===== config.mk =====
export PLATFORM = sky130hd
export DESIGN_NAME = can_errovl_seq
export DESIGN_NICKNAME = d
export VERILOG_FILES = /design/src/rtl/can_errovl_seq.sv
export SDC_FILE = /design/constraint.sdc
export NUM_CORES = 1
export LEC_CHECK = 0
export CORE_UTILIZATION = 45
export DETAILED_ROUTE_END_ITERATION = 8
export DONT_BUFFER_PORTS = 1
export PLACE_DENSITY = 0.69
export SKIP_LAST_GASP = 1
export SLEW_MARGIN = 20
export SYNTH_ARGS = -nofsm -noshare
export SYNTH_HDL_FRONTEND = slang
export SYNTH_SLANG_ARGS = --single-unit

===== constraint.sdc =====
create_clock -name clk -period 1.9 [get_ports clk]
set_clock_uncertainty 0.15 [all_clocks]
set_input_delay 0.285 -clock clk [delete_from_list [all_inputs] [get_ports clk]]
set_output_delay 0.285 -clock clk [all_outputs]
set_load 0.1 [all_outputs]

===== src/rtl/can_errovl_seq.sv =====
module can_errovl_seq #(
  parameter int FLAG_BITS     = 6,
  parameter int INJ_FLAG_BITS = 11,
  parameter int OVERLAP_MAX   = 7,
  parameter int DELIM_BITS    = 8,
  parameter int IMS_BITS      = 3
) (
  input  logic clk,
  input  logic rst,
  input  logic sample_pt,
  input  logic rx_bit,
  input  logic err_det,
  input  logic ovl_req,
  input  logic err_passive,
  input  logic is_tx,
  input  logic inj_long,
  output logic tx_bit,
  output logic err_active,
  output logic flag_done,
  output logic frame_end,
  output logic sof_as_id,
  output logic form_err
);
  localparam int L1   = (INJ_FLAG_BITS > FLAG_BITS) ? INJ_FLAG_BITS : FLAG_BITS;
  localparam int L2   = (DELIM_BITS > OVERLAP_MAX + 1) ? DELIM_BITS : OVERLAP_MAX + 1;
  localparam int LMAX = (L1 > L2) ? L1 : L2;
  localparam int CW   = $clog2(LMAX + 1);

  typedef enum logic [2:0] {S_IDLE, S_FLAG, S_WAIT, S_DELIM, S_IMS} st_t;

  st_t st;
  logic ovl;
  logic [CW-1:0] cnt;
  logic [CW-1:0] flag_last;

  assign flag_last  = (inj_long && !ovl) ? CW'(INJ_FLAG_BITS - 1) : CW'(FLAG_BITS - 1);
  assign tx_bit     = !(st == S_FLAG && (ovl || !err_passive));
  assign err_active = !ovl && (st == S_FLAG || st == S_WAIT || st == S_DELIM);

  always_ff @(posedge clk) begin
    if (rst) begin
      st        <= S_IDLE;
      ovl       <= 1'b0;
      cnt       <= '0;
      flag_done <= 1'b0;
      frame_end <= 1'b0;
      sof_as_id <= 1'b0;
      form_err  <= 1'b0;
    end else begin
      flag_done <= 1'b0;
      frame_end <= 1'b0;
      sof_as_id <= 1'b0;
      form_err  <= 1'b0;
      if (err_det && !(st == S_FLAG && !ovl)) begin
        st  <= S_FLAG;
        ovl <= 1'b0;
        cnt <= '0;
      end else if (ovl_req && (st == S_IDLE || st == S_IMS)) begin
        st  <= S_FLAG;
        ovl <= 1'b1;
        cnt <= '0;
      end else if (sample_pt) begin
        case (st)
          S_FLAG:
            if (cnt == flag_last) begin
              st        <= S_WAIT;
              cnt       <= '0;
              flag_done <= 1'b1;
            end else begin
              cnt <= cnt + 1'b1;
            end
          S_WAIT:
            if (rx_bit) begin
              st  <= S_DELIM;
              cnt <= CW'(1);
            end else if (cnt == CW'(OVERLAP_MAX)) begin
              st       <= S_FLAG;
              ovl      <= 1'b0;
              cnt      <= '0;
              form_err <= 1'b1;
            end else begin
              cnt <= cnt + 1'b1;
            end
          S_DELIM:
            if (!rx_bit) begin
              st       <= S_FLAG;
              ovl      <= 1'b0;
              cnt      <= '0;
              form_err <= 1'b1;
            end else if (cnt == CW'(DELIM_BITS - 1)) begin
              st  <= S_IMS;
              cnt <= '0;
            end else begin
              cnt <= cnt + 1'b1;
            end
          S_IMS:
            if (cnt == CW'(IMS_BITS - 1)) begin
              st        <= S_IDLE;
              ovl       <= 1'b0;
              cnt       <= '0;
              frame_end <= 1'b1;
              sof_as_id <= !rx_bit && is_tx;
            end else if (!rx_bit) begin
              st  <= S_FLAG;
              ovl <= 1'b1;
              cnt <= '0;
            end else begin
              cnt <= cnt + 1'b1;
            end
          default: ;
        endcase
      end
    end
  end
endmodule


==> results.cfg, run 1 <==
[status]
status = completed

[logic_synthesis]
synth_edf_count = 0
synthFlopType = dfxtp_1
post-synth-top-area-fraction_pct = 24.81
synthTopCellsByArea = dfxtp_1 (25%), nor2_1 (4.3%), nor3_1 (3.6%), buf_6 (3.5%), a221oi_4 (2.7%)
ys_warn_count = 0
syn_inst = 111
avgSynthCellArea_sq_um = 8.725
yosysUniqueCellTypes = 48
synth_seq_cells = 12
async_reset_ff_share_pct = 0
syn-num-nets = 122
synth_area_sq_um = 968.4
synth_area_leader_cell = dfxtp_1
ys_seq_area_share_pct = 24.81

[timing]
finalWorstSetupSlack_ns = 0.02253
max_slew_margin_pct = 75.47
finalWorstPathRequiredPeriod_ns = 1.877
setup_viol = 0
worst_pin_slew_ns = 0.3680
rsz0062_at_grt = yes
report.final.hold_viol_count = 0
report.final.slew_viol_count = 0
tns_ns = 0
max_freq_mhz = 532.6
period_share_pct = 98.81

[grt]
grt_pass1_vias = 944
antenna_found_initial = 0
grt.total_usage_pct = 24.62
grt_max_degree = 14
grt_pass1_wl_um = 4429
gr-total-overflow = 0

[placed_design]
place_ws_ns = -0.03322
portBuffers = 0
place_congestion = 0.9153
dp_hpwl_um = 1822
place_area_sq_um = 1155

[layout]
diodes = 0
finalNetCount = 148
syn2layout_area_growth_pct = 39.28
mostFrequentLayoutCell = buf_4
n_fill_cell = 150
stdcell_area_sq_um = 1349
final_cell_mix = buf_4 (17), nor2_1 (10), dfxtp_1 (8)
drive_above_1_share_pct = 39.71
fin_util_pct = 67.38

[worst_setup_path]
crit_path_end_kind = primary output
worstPathCellList = buf_6 > nor2_2 > buf_4 > nor3_4 > buf_12
critical_path_class = reg2out
cp_top_family = buffers and inverters
path_buf_inv = 3
worstPathRequired_ns = 1.46
path_max_fanout = 13
crit_path_top_delay_cell = dfxtp_4
slowest_delay_ns = 0.39
arrival_ns = 1.44
start_kind = flop

[drt]
drc_errors = 0
dr_total_vias = 974
ant_nets = 0
wl_per_cell_um = 16.37
firstDrtPassIters = 4
drt_iter0_drc = 28
avgViaCountPerCell = 5.975
wirelength_um = 2669

[clock_network]
path_clk_slew_ns = 0.09
clock_latency_ns = 0.29
numClockSinks = 12
numCtsBuffers = 3
cts-htree-levels = 1
cts_buffer_depth = 2
cts_tree = yes
root_buffer = clkbuf_4

[floorplan]
ios = 15
die_y_um = 48.39
die_area_sq_um = 2342
start_util_pct = 48.38
core_area_sq_um = 2002
rows = 16
die_w_um = 48.39

[pwr]
p_total_uw = 737.7
ir_drop_mv = 0.2984
p_leak_nw = 0.5156
power_density_nw_per_um2 = 546.9

[worst_hold_path]
min_path_type = in2reg

[run]
max_cap_viol_count = 0
-- synthesized netlist by cell type, types with 2 or more instances --
cell	instances
o31ai_1	3
ha_1	2
a21oi_1	5
nand2_1	4
nand2b_1	4
and3b_1	2
nor3_1	7
nand3_1	3
or3b_1	2
a21oi_2	3
dfxtp_1	12
nor2_1	11
nor4bb_1	2
inv_1	6
o21ai_0	5
buf_6	3
xor2_1	2
buf_2	2
o211ai_1	3
nor2b_1	2
-- per-stage QoR --
| step | std cells | hold WS [ns] |
|---|---|---|
| final | 163 | 0.008723 |
| after global routing | 163 | 0.003608 |
| after CTS | 158 | 0.007798 |
| after detailed placement | 150 | 0.2091 |
| after global placement | 150 | 0.2093 |
| after floorplan | 111 | 0.2118 |
-- sequential cells by signal, indices dropped and copies added (netlist names) --
signal and flops:
cnt 4, st 3, flag_done 1, form_err 1, frame_end 1, ovl 1
sof_as_id 1
-- timing repair --
action	4_1_cts	5_1_grt
gates resized for setup	7	13
hold buffers	4	1
setup buffers	0	4
pin swaps	2	8
endpoints found under the hold margin	4	2
setup endpoints to repair	5	11
-- per-layer routing --
layer  wire length [um]  vias to the layer above  global-route usage (%)
li1                   -                      468                       -
met4                 61                        0                   11.27
met1               1097                      445                   31.33
met2               1317                       53                   38.26
met3                193                        8                   7.233
met5                  0                        -                       0
-- cell type report --
cell class,count,area [sq um],share of cell area (%)
inverters,6,22.52,1.670
repair buffers,28,280.3,20.78
clock buffers,4,36.28,2.690
multi-input cells,86,723.2,53.62
flip-flops and latches,12,252.7,18.74
well taps,27,33.78,2.505
-- kinds of logic (layout without fill, tap and decap cells) --
group,Yosys count,in the layout,synth area share [%]
buffers and inverters,13,38,8.010
adder cells (fa/ha/maj),3,3,3.617
multiplexers,2,2,2.196
XOR/XNOR,2,2,1.809
AND/OR/NAND/NOR,45,45,28.68
flip-flops,12,12,24.81
AO/OA/AOI/OAI,34,34,30.88
-- report_power, final --
group	total (mW)	switching [mW]	internal (mW)
Clock	0.212	0.0956	0.117
Sequential	0.266	0.00891	0.257
Combinational	0.260	0.142	0.118
Total	0.738	0.247	0.491
-- path summary, 6_finish.rpt --
kind              startpoint          to  slack, ns  depth (start not counted)
setup / recovery       st[0]  err_active       0.02                          5
hold / removal     sample_pt      cnt[0]      0.009                          2
setup reg to reg      cnt[0]      cnt[2]       0.04                          6
hold reg to reg       cnt[0]      cnt[0]       0.40                          2
No activity file was read; power rests on OpenSTA's default activity.
==> run 2: changes to the inputs <==
--- a/config.mk
+++ b/config.mk
@@ -5,6 +5,7 @@
 export SDC_FILE = /design/constraint.sdc
 export NUM_CORES = 1
 export LEC_CHECK = 0
+export CORE_MARGIN = 3
 export CORE_UTILIZATION = 45
 export DETAILED_ROUTE_END_ITERATION = 8
 export DONT_BUFFER_PORTS = 1
==> constraint.sdc (replaced) <==
create_clock -name clk -period 1.9 [get_ports clk]
set_clock_uncertainty 0.15 [all_clocks]
set_input_delay 0.38 -clock clk [delete_from_list [all_inputs] [get_ports clk]]
set_output_delay 0.38 -clock clk [all_outputs]
set_load 0.1 [all_outputs]
==> results.cfg, run 2 (synthesis results as in run 1) <==
[pwr]
p_leak_nw = 0.4622
power_density_nw_per_um2 = 577.2
ir_drop_mv = 0.2854
p_total_uw = 706.3

[placed_design]
portBuffers = 0
dp_hpwl_um = 1830
place_ws_ns = -0.08320
place_congestion = 0.9657
place_inst = 147

[layout]
largest_reg_flops = 4
mostFrequentLayoutCell = buf_4
drive_above_1_share_pct = 39.68
fin_util_pct = 61.12
finalNetCount = 138
n_fill_cell = 178
ff_latch_area_sq_um = 247.7
syn2layout_area_growth_pct = 26.36
multi_input_area_sq_um = 723.2
top_regs = cnt x4, st x3
diodes = 0
final_cell_mix = buf_4 (16), nor2_1 (10), dfxtp_1 (10)
stdcell_count = 153
regMostFlops = cnt

[floorplan]
start_util_pct = 48.38
rows = 16
die_y_um = 52.39
die_area_sq_um = 2745
die_w_um = 52.39
core_area_sq_um = 2002
ios = 15

[clock_network]
cts_tree = yes
cts_buffer_depth = 2
root_buffer = clkbuf_4
cts-htree-levels = 1
cts_hold_buf = 0
numCtsBuffers = 3
path_clk_slew_ns = 0.09
numClockSinks = 12
clock_latency_ns = 0.27

[grt]
gr-total-overflow = 0
antenna_found_initial = 0
grt.total_usage_pct = 19.57
grt_pass1_wl_um = 3953
grt_pass1_vias = 865
grt_max_degree = 16

[timing]
max_freq_mhz = 533.6
period_share_pct = 98.64
rsz0062_at_grt = yes
report.final.hold_viol_count = 0
max_slew_margin_pct = 75.36
finalWorstPathRequiredPeriod_ns = 1.874
finalWorstSetupSlack_ns = 0.02583
setup_viol = 0
worst_pin_slew_ns = 0.3696
timing.hold.ws_ns = 0.01077
report.final.slew_viol_count = 0

[worst_setup_path]
start_kind = flop
arrival_ns = 1.92
path_max_fanout = 6
ff2ff_path_depth = 6
critical_path_class = reg2reg
crit_path_end_kind = flop
worstPathRequired_ns = 1.94

[drt]
wl_per_cell_um = 17.13
firstDrtPassIters = 4
wirelength_um = 2621
drt_iter0_drc = 44
avgViaCountPerCell = 6.268
drc_errors = 0
dr_total_vias = 959
ant_nets = 0

[run]
max_cap_viol_count = 0

[worst_hold_path]
worstHoldPathCells = 1
min_path_type = in2reg

[status]
status = completed
==> run 2: cell types whose count changed in the layout (fill, tap and decap cells not counted), sizes merged <==
| cell | delta |
|---|---|
| dlygate4sd3 | -5 |
| buf | -5 |
==> run 2: area by class of cell <==
cell class,count,share of cell area [%]
sequential,12,20.25
clock buffer,4,2.965
timing repair buffer,18,13.09
inverter,6,1.840
tap,27,2.761
multi-input combinational,86,59.10
==> run 2: repair_timing <==
item | in CTS | in global routing
resized for setup | 4 | 13
endpoints found under the setup margin | 6 | 8
endpoints found under the hold margin | 0 | 0
pin swaps | 1 | 5
gates cloned | 0 | 0
setup buffers | 0 | 2
==> run 2: stage by stage <==
step	TNS (ns)	area [sq um]
floorplan	-0.04244	983.4
finish	0	1224
global route	-0.03212	1224
CTS	0	1156
detailed placement	-0.2206	1107
global placement	0	1107
==> run 2: final timing paths <==
check               from        to  slack (ns)
hold / removal    rx_bit  form_err        0.01
setup / recovery  cnt[1]    cnt[1]        0.03
hold reg to reg   cnt[0]    cnt[0]        0.37
setup reg to reg  cnt[1]    cnt[1]        0.03
==> run 2: layer usage <==
layer,vias to the layer above,part of all wire (%),global-route usage [%]
met2,52,46,28.10
met5,-,0,0
met1,453,44,27.12
met4,0,1.9,6.383
li1,446,-,-
met3,8,8.9,6.553
==> run 2: worst max-delay path: stages, from the launching register on <==
cell	delay (ns)
dfxtp_4	0.38
ha_1	0.21
and3b_2	0.25
o31a_1	0.35
o221a_4	0.16
nand2b_4	0.15
a211oi_2	0.15
==> run 2: where the power goes <==
part	total, mW	internal, mW	leakage [nW]	switching [mW]
clock network	0.213	0.116	0.0210	0.0970
registers	0.265	0.256	0.0987	0.00841
logic	0.228	0.0943	0.343	0.134
==> run 3: changes to the inputs <==
--- a/config.mk
+++ b/config.mk
@@ -5,10 +5,12 @@
 export SDC_FILE = /design/constraint.sdc
 export NUM_CORES = 1
 export LEC_CHECK = 0
+export ABC_AREA = 1
 export CORE_MARGIN = 3
 export CORE_UTILIZATION = 45
 export DETAILED_ROUTE_END_ITERATION = 8
 export DONT_BUFFER_PORTS = 1
+export GPL_ROUTABILITY_DRIVEN = 0
 export PLACE_DENSITY = 0.69
 export SKIP_LAST_GASP = 1
 export SLEW_MARGIN = 20
==> results.cfg, run 3 <==
[logic_synthesis]
syn-num-nets = 146
ys_warn_count = 0
synth_area_leader_cell = dfxtp_1
yosysUniqueCellTypes = 26
avgSynthCellArea_sq_um = 6.395
synthFlopType = dfxtp_1
synthTopCellsByArea = dfxtp_1 (28%), nand2_1 (17%), nor2_1 (7.4%), nand3_1 (7.0%), inv_1 (7.0%)
async_reset_ff_share_pct = 0
synth_seq_cells = 12
synth_edf_count = 0
syn_inst = 135
post-synth-top-area-fraction_pct = 27.83
ys_seq_area_share_pct = 27.83
synth_area_sq_um = 863.3
synth.most_common_cell = nand2_1
netlist_top_cells_count = nand2_1 (40), nor2_1 (17), inv_1 (16)

[grt]
gr-total-overflow = 0
grt.total_usage_pct = 19.89
antenna_found_initial = 0
grt_pass1_vias = 850
grt_max_degree = 8
met1_usage_pct = 21.83
grt_pass1_wl_um = 3657
met2_usage_pct = 30.18
busiest_layer = met2
grtUsageMet3_pct = 7.855

[clock_network]
clock_latency_ns = 0.28
cts_hold_buf = 0
cts_resized = 0
cts_buffer_depth = 2
numCtsBuffers = 3
cts_tree = yes
root_buffer = clkbuf_4
postCtsSetupRepairBufs = 0
path_clk_slew_ns = 0.08
numClockSinks = 12
cts-htree-levels = 1

[timing]
tns_ns = 0
max_slew_margin_pct = 81.56
report.final.slew_viol_count = 0
report.final.hold_viol_count = 0
setup_viol = 0
period_share_pct = 94.29
max_freq_mhz = 558.2
finalWorstPathRequiredPeriod_ns = 1.792
worst_pin_slew_ns = 0.2788
rsz0062_at_grt = no
timing.hold.ws_ns = 0.07686

[floorplan]
die_w_um = 49.80
start_util_pct = 48.94
ios = 15
core_area_sq_um = 1764
die_area_sq_um = 2480
rows = 15
die_y_um = 49.80

[layout]
diodes = 0
drive_above_1_share_pct = 22.76
mostFrequentLayoutCell = nand2_1
finalNetCount = 157
fin_util_pct = 56.81
top_regs = cnt x4, st x3
stdcell_area_sq_um = 1002
regMostFlops = cnt
syn2layout_area_growth_pct = 16.09
n_fill_cell = 185
largest_reg_flops = 4
final_cell_mix = nand2_1 (40), inv_1 (16), nor2_1 (16)

[placed_design]
portBuffers = 0
dp_hpwl_um = 1576
place_area_sq_um = 959.7

[worst_setup_path]
crit_path_end_kind = primary output
path_max_fanout = 4
start_kind = flop
regToRegSetupSlack_ns = 0.16
r2r-end = st[2]
critical_path_class = reg2out
r2r-start = cnt[1]
arrival_ns = 1.26
ff2ff_path_depth = 8
worstPathRequired_ns = 1.37

[drt]
wl_per_cell_um = 11.81
drt_iter0_drc = 21
ant_nets = 0
firstDrtPassIters = 4
wirelength_um = 2007
dr_total_vias = 846
drc_errors = 0
avgViaCountPerCell = 4.976

[run]
max_cap_viol_count = 0

[worst_hold_path]
min_from = sample_pt
min_path_type = in2reg
hold_end = frame_end
worstHoldPathCells = 2

[pwr]
p_total_mw = 1.039
p_leak_nw = 0.5111
power_density_nw_per_um2 = 1037
ir_drop_mv = 1.054

[status]
status = completed
-- run 3: cell types whose count changed after synthesis, sizes merged, moves of 5 or more --
cell    before  now
buf          6    0
a21oi        9    4
nand2        5   46
nor3         7    2
nand2b       5    0
nor2        11   20
nand3        3   14
inv          6   23
-- run 3: power by group --
part | internal, mW | switching (mW) | total [mW]
combinational | 0.164 | 0.366 | 0.529
clock | 0.117 | 0.0926 | 0.209
sequential | 0.272 | 0.0281 | 0.300
total | 0.553 | 0.487 | 1.04
-- run 3: final cells by class --
cell class / instances / area, sq um / share of cell area (%)
tap: 25 / 31.28 / 3.121
timing repair buffer: 6 / 57.56 / 5.743
multi-input combinational: 100 / 549.3 / 54.81
sequential: 12 / 241.5 / 24.09
clock buffer: 4 / 36.28 / 3.620
inverter: 23 / 86.33 / 8.614
-- run 3: worst max-delay path: stages, from the launching register on --
cell     delay (ns)
dfxtp_1        0.37
inv_2          0.08
nand3_4        0.13
inv_1          0.07
nand2_1        0.05
buf_4          0.28
-- run 3: kinds of logic after synthesis --
logic type	after synthesis	synth area share, %
and+or+nand+nor	90	52.75
buffers and inverters	23	10.00
DFF	12	27.83
AOI/OAI and AO/OA	8	6.522
adders and majority gates	2	2.898
-- run 3: metal layers --
layer | vias up | routed length [um] | share of wire [%]
met5 | - | 0 | 0
met4 | 0 | 86 | 4.3
met3 | 10 | 153 | 7.6
met2 | 27 | 887 | 44
met1 | 368 | 880 | 44
li1 | 441 | - | -
-- run 3: how the worst max path moves through the flow --
stage	start	end	cells past startpoint
after global placement	cnt[0]	st[2]	10
final	st[2]	tx_bit	5
after floorplan	st[2]	tx_bit	4
after CTS	st[0]	err_active	5
after detailed placement	cnt[1]	st[2]	8
after global routing	cnt[1]	st[0]	10
-- run 3: stage by stage --
step	cells	setup WS, ns
3_5_place_dp	166	0.2102
4_1_cts	170	0.01605
6_report	170	0.1084
5_1_grt	170	0.01310
2_1_floorplan	135	0.1668
3_3_place_gp	166	0.2606
